## src/rtl/sp_pack_pkg.sv

```systemverilog
package sp_pack_pkg;
  localparam int FRAC_W = 23;
  localparam int EBIAS  = 127;
  localparam int EFULL  = 255;

  typedef enum logic [1:0] {
    CLS_ZERO = 2'd0,
    CLS_NUM  = 2'd1,
    CLS_INF  = 2'd2,
    CLS_NAN  = 2'd3
  } cls_e;

  typedef enum logic [1:0] {
    RM_NEAR = 2'd0,
    RM_ZERO = 2'd1,
    RM_POS  = 2'd2,
    RM_NEG  = 2'd3
  } rmode_e;

  typedef struct packed {
    logic [31:0] word;
    logic        of;
    logic        uf;
    logic        nx;
  } packed_res_t;
endpackage

```

## src/rtl/sp_align.sv

```systemverilog
// Biases the exponent, picks normal or subnormal path, and splits the
// significand into kept bits, guard, round and sticky.
module sp_align import sp_pack_pkg::*; #(
  parameter  int EXP_W  = 10,
  parameter  int XTRA_W = 3,
  localparam int MANT_W = FRAC_W + 3 + XTRA_W,
  localparam int BE_W   = EXP_W + 1
) (
  input  logic [EXP_W-1:0]  exp_i,
  input  logic [MANT_W-1:0] mant_i,
  input  logic              sticky_i,
  output logic [BE_W-1:0]   bexp_o,
  output logic              subn_o,
  output logic [FRAC_W:0]   keep_o,
  output logic              g_o,
  output logic              r_o,
  output logic              s_o
);
  localparam int SH_W = $clog2(MANT_W + 1);

  logic [BE_W:0]       need;
  logic [SH_W-1:0]     shc;
  logic [2*MANT_W-1:0] ext;
  logic [MANT_W-1:0]   hi;
  logic [MANT_W-1:0]   lo;

  assign bexp_o = {exp_i[EXP_W-1], exp_i} + BE_W'(EBIAS);
  assign subn_o = bexp_o[BE_W-1] | (bexp_o == '0);

  // distance below the smallest normal exponent, capped at a full flush
  assign need = (BE_W+1)'(1) - {bexp_o[BE_W-1], bexp_o};
  assign shc  = !subn_o ? '0 :
                (need > (BE_W+1)'(MANT_W)) ? SH_W'(MANT_W) : need[SH_W-1:0];

  assign ext = {mant_i, {MANT_W{1'b0}}} >> shc;
  assign hi  = ext[2*MANT_W-1 -: MANT_W];
  assign lo  = ext[MANT_W-1:0];

  assign keep_o = hi[MANT_W-1 -: FRAC_W+1];
  assign g_o    = hi[XTRA_W+1];
  assign r_o    = hi[XTRA_W];

  generate
    if (XTRA_W > 0) begin : g_extra
      assign s_o = (|hi[XTRA_W-1:0]) | (|lo) | sticky_i;
    end else begin : g_noextra
      assign s_o = (|lo) | sticky_i;
    end
  endgenerate
endmodule

```

## src/rtl/sp_rounder.sv

```systemverilog
// Decides the round-up increment from mode, sign and guard/round/sticky.
module sp_rounder import sp_pack_pkg::*; (
  input  logic [1:0]        mode_i,
  input  logic              sign_i,
  input  logic [FRAC_W:0]   keep_i,
  input  logic              g_i,
  input  logic              r_i,
  input  logic              s_i,
  output logic [FRAC_W+1:0] sum_o,
  output logic              inexact_o
);
  logic inc;

  assign inexact_o = g_i | r_i | s_i;

  always_comb begin
    unique case (rmode_e'(mode_i))
      RM_NEAR: inc = g_i & (r_i | s_i | keep_i[0]);
      RM_ZERO: inc = 1'b0;
      RM_POS:  inc = inexact_o & ~sign_i;
      RM_NEG:  inc = inexact_o & sign_i;
      default: inc = 1'b0;
    endcase
  end

  assign sum_o = {1'b0, keep_i} + (FRAC_W+2)'(inc);
endmodule

```

## src/rtl/sp_assemble.sv

```systemverilog
// Builds the packed word and flags for every class and path.
module sp_assemble import sp_pack_pkg::*; #(
  parameter int BE_W = 11
) (
  input  logic [1:0]        cls_i,
  input  logic              sign_i,
  input  logic [BE_W-1:0]   bexp_i,
  input  logic              subn_i,
  input  logic [FRAC_W+1:0] sum_i,
  input  logic              inexact_i,
  input  logic [1:0]        mode_i,
  input  logic              trap_en_i,
  input  logic [FRAC_W-2:0] nan_frac_i,
  output packed_res_t       res_o
);
  logic signed [BE_W:0] be_fin;
  logic                 ovf;
  logic                 to_inf;

  assign be_fin = $signed({bexp_i[BE_W-1], bexp_i}) +
                  $signed({{BE_W{1'b0}}, sum_i[FRAC_W+1]});
  assign ovf    = !subn_i && (be_fin >= $signed((BE_W+1)'(EFULL)));

  always_comb begin
    unique case (rmode_e'(mode_i))
      RM_NEAR: to_inf = 1'b1;
      RM_ZERO: to_inf = 1'b0;
      RM_POS:  to_inf = ~sign_i;
      RM_NEG:  to_inf = sign_i;
      default: to_inf = 1'b1;
    endcase
  end

  always_comb begin
    res_o = '0;
    unique case (cls_e'(cls_i))
      CLS_ZERO: res_o.word = {sign_i, 31'd0};
      CLS_INF:  res_o.word = {sign_i, 8'hFF, 23'd0};
      CLS_NAN:  res_o.word = {sign_i, 8'hFF, 1'b1, nan_frac_i};
      default: begin
        res_o.nx = inexact_i;
        if (subn_i) begin
          if (sum_i[FRAC_W]) begin
            res_o.word = {sign_i, 8'd1, 23'd0};
          end else begin
            res_o.word = {sign_i, 8'd0, sum_i[FRAC_W-1:0]};
            res_o.uf   = inexact_i | trap_en_i;
          end
        end else if (ovf) begin
          res_o.of   = 1'b1;
          res_o.nx   = 1'b1;
          res_o.word = to_inf ? {sign_i, 8'hFF, 23'd0}
                              : {sign_i, 8'hFE, {FRAC_W{1'b1}}};
        end else begin
          res_o.word = {sign_i, be_fin[7:0], sum_i[FRAC_W-1:0]};
        end
      end
    endcase
  end
endmodule

```

## src/rtl/sp_single_packer.sv

```systemverilog
module sp_single_packer import sp_pack_pkg::*; #(
  parameter  int EXP_W  = 10,
  parameter  int XTRA_W = 3,
  localparam int MANT_W = FRAC_W + 3 + XTRA_W
) (
  input  logic              clk,
  input  logic              rst_n,
  input  logic              in_valid,
  output logic              in_ready,
  input  logic [1:0]        in_cls,
  input  logic              in_sign,
  input  logic [EXP_W-1:0]  in_exp,
  input  logic [MANT_W-1:0] in_mant,
  input  logic              in_sticky,
  input  logic [1:0]        rnd_mode,
  input  logic              uf_trap_en,
  output logic              out_valid,
  input  logic              out_ready,
  output logic [31:0]       out_word,
  output logic              out_of,
  output logic              out_uf,
  output logic              out_nx
);
  localparam int BE_W = EXP_W + 1;

  logic [BE_W-1:0]   bexp;
  logic              subn;
  logic [FRAC_W:0]   keep;
  logic              g, r, s;
  logic [FRAC_W+1:0] sum;
  logic              inexact;
  packed_res_t       res;
  logic              fire;

  sp_align #(.EXP_W(EXP_W), .XTRA_W(XTRA_W)) u_align (
    .exp_i(in_exp), .mant_i(in_mant), .sticky_i(in_sticky),
    .bexp_o(bexp), .subn_o(subn), .keep_o(keep),
    .g_o(g), .r_o(r), .s_o(s)
  );

  sp_rounder u_round (
    .mode_i(rnd_mode), .sign_i(in_sign), .keep_i(keep),
    .g_i(g), .r_i(r), .s_i(s), .sum_o(sum), .inexact_o(inexact)
  );

  sp_assemble #(.BE_W(BE_W)) u_asm (
    .cls_i(in_cls), .sign_i(in_sign), .bexp_i(bexp), .subn_i(subn),
    .sum_i(sum), .inexact_i(inexact), .mode_i(rnd_mode),
    .trap_en_i(uf_trap_en), .nan_frac_i(in_mant[MANT_W-3 -: FRAC_W-1]),
    .res_o(res)
  );

  assign in_ready = !out_valid || out_ready;
  assign fire     = in_valid && in_ready;

  always_ff @(posedge clk or negedge rst_n) begin
    if (!rst_n) begin
      out_valid <= 1'b0;
      out_word  <= '0;
      out_of    <= 1'b0;
      out_uf    <= 1'b0;
      out_nx    <= 1'b0;
    end else begin
      if (fire) begin
        out_valid <= 1'b1;
        out_word  <= res.word;
        out_of    <= res.of;
        out_uf    <= res.uf;
        out_nx    <= res.nx;
      end else if (out_ready) begin
        out_valid <= 1'b0;
      end
    end
  end

  // a taken NaN beat shows exponent 255 with the quiet bit set
  a_r1_nan_quiet: assert property (@(posedge clk) disable iff (!rst_n)
    (fire && in_cls == CLS_NAN) |=> (out_valid && out_word[30:22] == 9'h1FF));

  // a taken infinity beat shows exponent 255, zero fraction, no flags
  a_r2_inf_clean: assert property (@(posedge clk) disable iff (!rst_n)
    (fire && in_cls == CLS_INF) |=>
      (out_word[30:0] == {8'hFF, 23'd0} && !out_of && !out_uf && !out_nx));

  // overflow always comes with inexact and a top-range exponent
  a_r5_of_with_nx: assert property (@(posedge clk) disable iff (!rst_n)
    (out_valid && out_of) |-> (out_nx && out_word[30:23] >= 8'hFE));

  // underflow only ever accompanies a subnormal encoding
  a_r8_uf_subnormal: assert property (@(posedge clk) disable iff (!rst_n)
    (out_valid && out_uf) |-> (out_word[30:23] == 8'd0 && !out_of));

  // a stalled result holds still
  a_r9_hold: assert property (@(posedge clk) disable iff (!rst_n)
    (out_valid && !out_ready) |=>
      (out_valid && $stable(out_word) && $stable(out_of) &&
       $stable(out_uf) && $stable(out_nx)));
endmodule

```

## config.mk

```make
export PLATFORM = sky130hd
export DESIGN_NAME = sp_single_packer
export DESIGN_NICKNAME = d
export VERILOG_FILES = /design/src/rtl/sp_pack_pkg.sv /design/src/rtl/sp_align.sv /design/src/rtl/sp_rounder.sv /design/src/rtl/sp_assemble.sv /design/src/rtl/sp_single_packer.sv
export SDC_FILE = /design/constraint.sdc
export NUM_CORES = 1
export LEC_CHECK = 0
export ABC_AREA = 1
export BUFFER_PORTS_ARGS = -buffer_cell sky130_fd_sc_hd__clkbuf_2
export CAP_MARGIN = 15
export CORE_ASPECT_RATIO = 1.4
export CORE_MARGIN = 8
export CORE_UTILIZATION = 40
export CTS_BUF_LIST = sky130_fd_sc_hd__clkbuf_16
export DETAILED_ROUTE_END_ITERATION = 10
export GPL_TIMING_DRIVEN = 0
export PLACE_DENSITY = 0.71
export SETUP_SLACK_MARGIN = 0.3
export SKIP_CTS_REPAIR_TIMING = 1
export SLEW_MARGIN = 0
export SYNTH_ARGS = -nofsm -noshare
export SYNTH_HDL_FRONTEND = slang
export SYNTH_SLANG_ARGS = --single-unit
```

## constraint.sdc

```tcl
create_clock -name clk -period 2.5 [get_ports clk]
set_input_delay 0.25 -clock clk [delete_from_list [all_inputs] [get_ports clk]]
set_output_delay 0.25 -clock clk [all_outputs]
set_load 0.01 [all_outputs]
```

* Word level (Yosys, flattened, before mapping)
Cells that the tools add are included.
Operators by class: $add $sub $neg 4, order comparisons 2, equality and inequality tests 5, shifts and indexed selects 1, mux-type cells 18, bitwise gates (word level) 12, reductions and logical operators 12
Operators with widths (count):
- $pmux W31 S3 | 1
- $mux W31 | 2
- $shr A58 B5 Y58 | 1
- $mux W24 | 2
- $reduce_or A29 Y1 | 1
- $add A24 B1 Y25 | 1
- $add A11 B2 Y12 | 1
- $ge A12 B9 Y1 const B | 1
- $gt A12 B5 Y1 const B | 1
- $sub A2 B11 Y12 const A | 1
- $add A10 B8 Y11 const B | 1
- $logic_not A11 Y1 | 1
- $mux W5 | 2
- $eq A2 B2 Y1 const B | 4
- $mux W1 | 8
- $or A1 B1 Y1 | 8
- $pmux W1 S4 | 2
- $reduce_or A3 Y1 | 2
- $logic_not A2 Y1 | 2
- $and A1 B1 Y1 | 3
- $mux W3 | 1
- $eq A2 B1 Y1 const B | 1
- $logic_and A1 B1 Y1 | 2
- $logic_not A1 Y1 | 2
- 3 further kinds | 3
Storage, ports and cells: flip-flop bits (word level) 36, bits of input ports 50, output and inout bits 37, logic and storage cells 59

* Depth between registers and ports, before layout
word-level depth 20, depth in mapped cells 63, gate-level depth less buffers 62

* Modules after synthesis
A second synthesis with hierarchy kept.
Unflattened totals: cell total of the unflattened synthesis 1013, area total of the unflattened synthesis 5766.8 um^2
By module, submodules not included:
- sp_align | times used 1, cells each 476, area an instance 2274.7 um^2, sequential area each 0.0 um^2
- sp_single_packer | times used 1, cells each 156, area an instance 1597.8 um^2, sequential area each 900.9 um^2
- sp_assemble | times used 1, cells each 245, area an instance 1187.4 um^2, sequential area each 0.0 um^2
- sp_rounder | times used 1, cells each 136, area an instance 706.9 um^2, sequential area each 0.0 um^2

* Least setup slack after synthesis
OpenSTA, ideal clock, no wires.
path type input to register, from input port in_exp[0], to register out_word[2], library setup time 0.077 ns, arrival time 7.320 ns, data required time 2.423 ns, path slack -4.897 ns, stages on the path 52, buffers on the path 3, cell sequence inv_2 ha_1 xnor2_2 inv_1 ha_1 or3b_2 nor2_1 nand2_1 nand2_1 nor2_4 nand3_4 nand2_4 buf_4 buf_4 o21ai_0 nand2_1 o21ai_0 o21ai_0 (+16 left out) nor2_1 ha_1 nand2_1 nor3_1 nand3_1 xor2_1 nor4_1 nand4_1 o221ai_1 nand2_1 inv_1 nand3_1 nor2_1 clkinv_1 clkbuf_1 o211ai_1 inv_1 a21oi_1
On the way: word-level cells in the longest chain between the ends 20, elaborated cells between the ends (all ways) 29, those cells by class add/sub: 4; order compare: 2; shift: 1; mux: 7; bitwise: 10; reduce/logical: 5
Ends and longest elaborated chain:
- from (decl) | RTL line sp_single_packer.sv:12 | input logic [EXP_W-1:0] in_exp,
- $add A10 B8 Y11 * | RTL line sp_align.sv:27 | assign bexp_o = {exp_i[EXP_W-1], exp_i} + BE_W'(EBIAS);
- $sub A2 B11 Y12 | RTL line sp_align.sv:31 | assign need = (BE_W+1)'(1) - {bexp_o[BE_W-1], bexp_o};
- $gt A12 B5 Y1 | RTL line sp_align.sv:33 | (need > (BE_W+1)'(MANT_W)) ? SH_W'(MANT_W) : need[SH_W-1:0];
- $mux W5 | RTL line sp_align.sv:33
- $mux W5 | RTL line sp_align.sv:32 | assign shc = !subn_o ? '0 :
- $shr A58 B5 Y58 | RTL line sp_align.sv:35 | assign ext = {mant_i, {MANT_W{1'b0}}} >> shc;
- $reduce_or A29 Y1 or $reduce_or A3 Y1 (tied branches) | RTL line sp_align.sv:45 | assign s_o = (|hi[XTRA_W-1:0]) | (|lo) | sticky_i;
- $or A1 B1 Y1 (2 in series) | RTL line sp_align.sv:45
- (+3 left out)
- $pmux W1 S4 | RTL line sp_rounder.sv:17 | unique case (rmode_e'(mode_i))
- $add A24 B1 Y25 | RTL line sp_rounder.sv:26 | assign sum_o = {1'b0, keep_i} + (FRAC_W+2)'(inc);
- $add A11 B2 Y12 | RTL line sp_assemble.sv:20 | assign be_fin = $signed({bexp_i[BE_W-1], bexp_i}) +
- $ge A12 B9 Y1 | RTL line sp_assemble.sv:22 | assign ovf = !subn_i && (be_fin >= $signed((BE_W+1)'(EFULL)));
- $logic_and A1 B1 Y1 | RTL line sp_assemble.sv:22
- $mux W31 | RTL line sp_assemble.sv:49 | end else if (ovf) begin
- $mux W31 * | RTL line sp_assemble.sv:42 | if (subn_i) begin
- $pmux W31 S3 * | RTL line sp_assemble.sv:36 | unique case (cls_e'(cls_i))
- to (signal assigned) | RTL line sp_single_packer.sv:66 | out_word <= res.word;
- to (decl) | RTL line sp_single_packer.sv:19 | output logic [31:0] out_word,
Mark *: on every way between the ends. The rest lies on a longest branch, timed or not. A chain may end at the register's enable or synchronous reset.

* Final worst setup path
Ends and elaborated chain as after synthesis.

==> flow_metrics.tcl <==
set metrics [dict create \
    grt_max_degree 37 \
    finalInstanceArea_sq_mm 0.00715 \
    worstPathArrival_ns 7.45 \
    grt_usage 0.252 \
    avgSynthCellArea_sq_um 5.60 \
    async_flop_share 1.00 \
    htreeDepth 2 \
    post_dp_cell_area_sq_mm 0.00629 \
    die_h_um 154 \
    drtPass1Iterations 5 \
    hold_class "in2async" \
    synth_edf_count 0 \
    rrSetupSlack_ns 0.45 \
    crit_family "simple AND/OR/NAND/NOR gates" \
    cts.sinks 36 \
    syn_inst 975 \
    max_slew.worst_pin.slew_ns 0.915 \
    ys_seq_area_frac 0.165 \
    pin_count 87 \
    antenna_found_initial 0 \
    m1WireLength_mm 9.42 \
    clk_pin_slew_ns 0.05 \
    die-area_sq_mm 0.0177 \
    fin_ws_ns -4.74 \
    status "finished, violations left" \
    cp.required_ns 2.71 \
    cpPeakStageDelay_ns 0.37 \
    cp_max_fo 8 \
    cts_buffers 5 \
    topRoutingLayerUsed "met4" \
    drc 0 \
    yosys-top-cells-area "nand2_1 21%, nand3_1 19%, dfrtp_1 17%" \
    crit_path_start_kind "input port" \
    drt-wirelength-per-cell_um 18.1 \
    cap_violations 0 \
    final_layout_size_suffix_gt1_frac 0.266 \
    synth.cell_area_sq_mm 0.00546 \
    skew_ns 0.00278 \
    pwr_density_cell_mw_per_mm2 410 \
    holdWs_ns 0.0807 \
    violations "negative setup slack" \
    crit_buf_inv 9 \
    ys_seq_elements 36 \
    clock_latency_ns 0.28 \
    slew_viol_final 0 \
    grt_pass1_wl_mm 35.1 \
    pre_cts_ws_ns -6.01 \
    critPathMostFrequentCell "ha_4" \
    finalPower_mw 2.93 \
    wl_mm 23.3 \
    grt_setup_unrepaired "yes" \
    grt_pass1_vias 6461 \
    fin_nets 1166 \
    viasPerCell 5.56 \
    critical_path_class "in2reg" \
    initial_core_util 0.409 \
    row_count 50 \
    fin_crit_sh 2.89 \
    fin_crit_ns 7.24 \
    fmax_ghz 0.138 \
    leakage_nw 3.63 \
    crit_start "in_exp[0]" \
    ant_nets 0 \
    wl_met2_mm 11.3 \
    place_congestion 0.984 \
    setup_viol 34 \
    num_vias 7167 \
    dp_hpwl_mm 18.9 \
    root_buffer "clkbuf_16" \
    syn_to_final_growth_pct 31.0 \
    diodes 0 \
    syn-num-nets 1034 \
    slowest_stage "or3b_4" \
    crit_path_end_kind "register" \
    dieWidth_um 115 \
    ys_types 50 \
    cts_tree "yes" \
    ys.flop_type "dfrtp_1" \
    synth_top_cell_area_share 0.206 \
    synth_warnings 0 \
    core_sq_mm 0.0133 \
    synth_top_area_cell "nand2_1" \
    drt_iter0_markers 548 \
    r2r-start "out_valid" \
    overflow 0 \
    port_buffers 86 \
    met3WireLength_mm 1.32 \
    hold_violations 0 \
    fin_tns_setup_ns -151.50 \
    vdd_drop_max_v 0.000358 \
    relSlewSlack 0.390 \
    max-clock-path-buffers 2 \
]
[state kept, by name, summed over array words and instances (netlist names)]
name	count
out_valid	1
out_of	1
out_uf	1
out_nx	1
out_word	32
[path summary, 6_finish.rpt]
kind	to	cells past startpoint
worst max register to register	out_word[19]	10
worst max-delay path	out_word[2]	55
worst min register to register	out_uf	2
worst min-delay path	out_word[13]	1
max in group asynchronous	out_word[12]	1
min in group clk	out_uf	3
[per-stage QoR]
step                       util  cells
final                     0.536   1290
after global routing      0.536   1290
after CTS                 0.484   1251
after detailed placement  0.472   1243
after global placement    0.472   1243
after floorplan               -    975
[placed cells by master, fill, tap and decap left out, drive strengths merged, types with 2 or more instances in the layout]
cell	n
a21oi	27
or2	6
nor3b	2
clkbuf	107
o211ai	7
xor2	9
ha	9
o21bai	2
o21ai	49
nand4	16
nand2	314
o22a	6
o22ai	2
clkinv	2
nor2	100
dfrtp	36
nor3	9
xnor2	5
buf	63
nand3b	4
and2	5
inv	103
a211oi	2
nand3	216
[cell families after synthesis]
family / synth area share
AOI/OAI and AO/OA: 0.108
xor gates and xnor gates: 0.0238
adders and majority gates: 0.0206
buffers and inverters: 0.115
DFF: 0.165
and+or+nand+nor: 0.567
[synth_stat cells (6+ instances only)]
master    instances
a21oi_1          26
buf_2            14
buf_4             6
buf_6             7
clkbuf_1         12
dfrtp_1          36
ha_1              9
inv_1            90
inv_2            11
nand2_1         300
nand2_2           9
nand3_1         208
nand3_2           7
nand4_1          16
nor2_1           88
nor2_2            8
nor3_1            8
o211ai_1          7
o21ai_0          41
o22a_1            6
xor2_1            9
[final cells by class]
class / count / area, sq um
multi-input cells: 796 / 4330
clock buffers: 5 / 125
repair buffers: 124 / 792
fillers: 1412 / 6180
clock inverters: 3 / 38.8
plain buffers: 41 / 308
repair inverters: 1 / 6.26
well taps: 182 / 228
flip-flops and latches: 36 / 901
inverters: 102 / 414
[routing by layer]
layer	global-route usage	vias up
met4	0.117	0
met3	0.0214	72
li1	-	3480
met2	0.432	316
met5	0	-
met1	0.310	3299
[power breakdown]
part           total, mW  switching [mW]  internal (mW)
Sequential         0.723          0.0524          0.671
Clock              0.708           0.243          0.465
Combinational       1.50           0.954          0.542
Power figures use the tool's default switching activity.
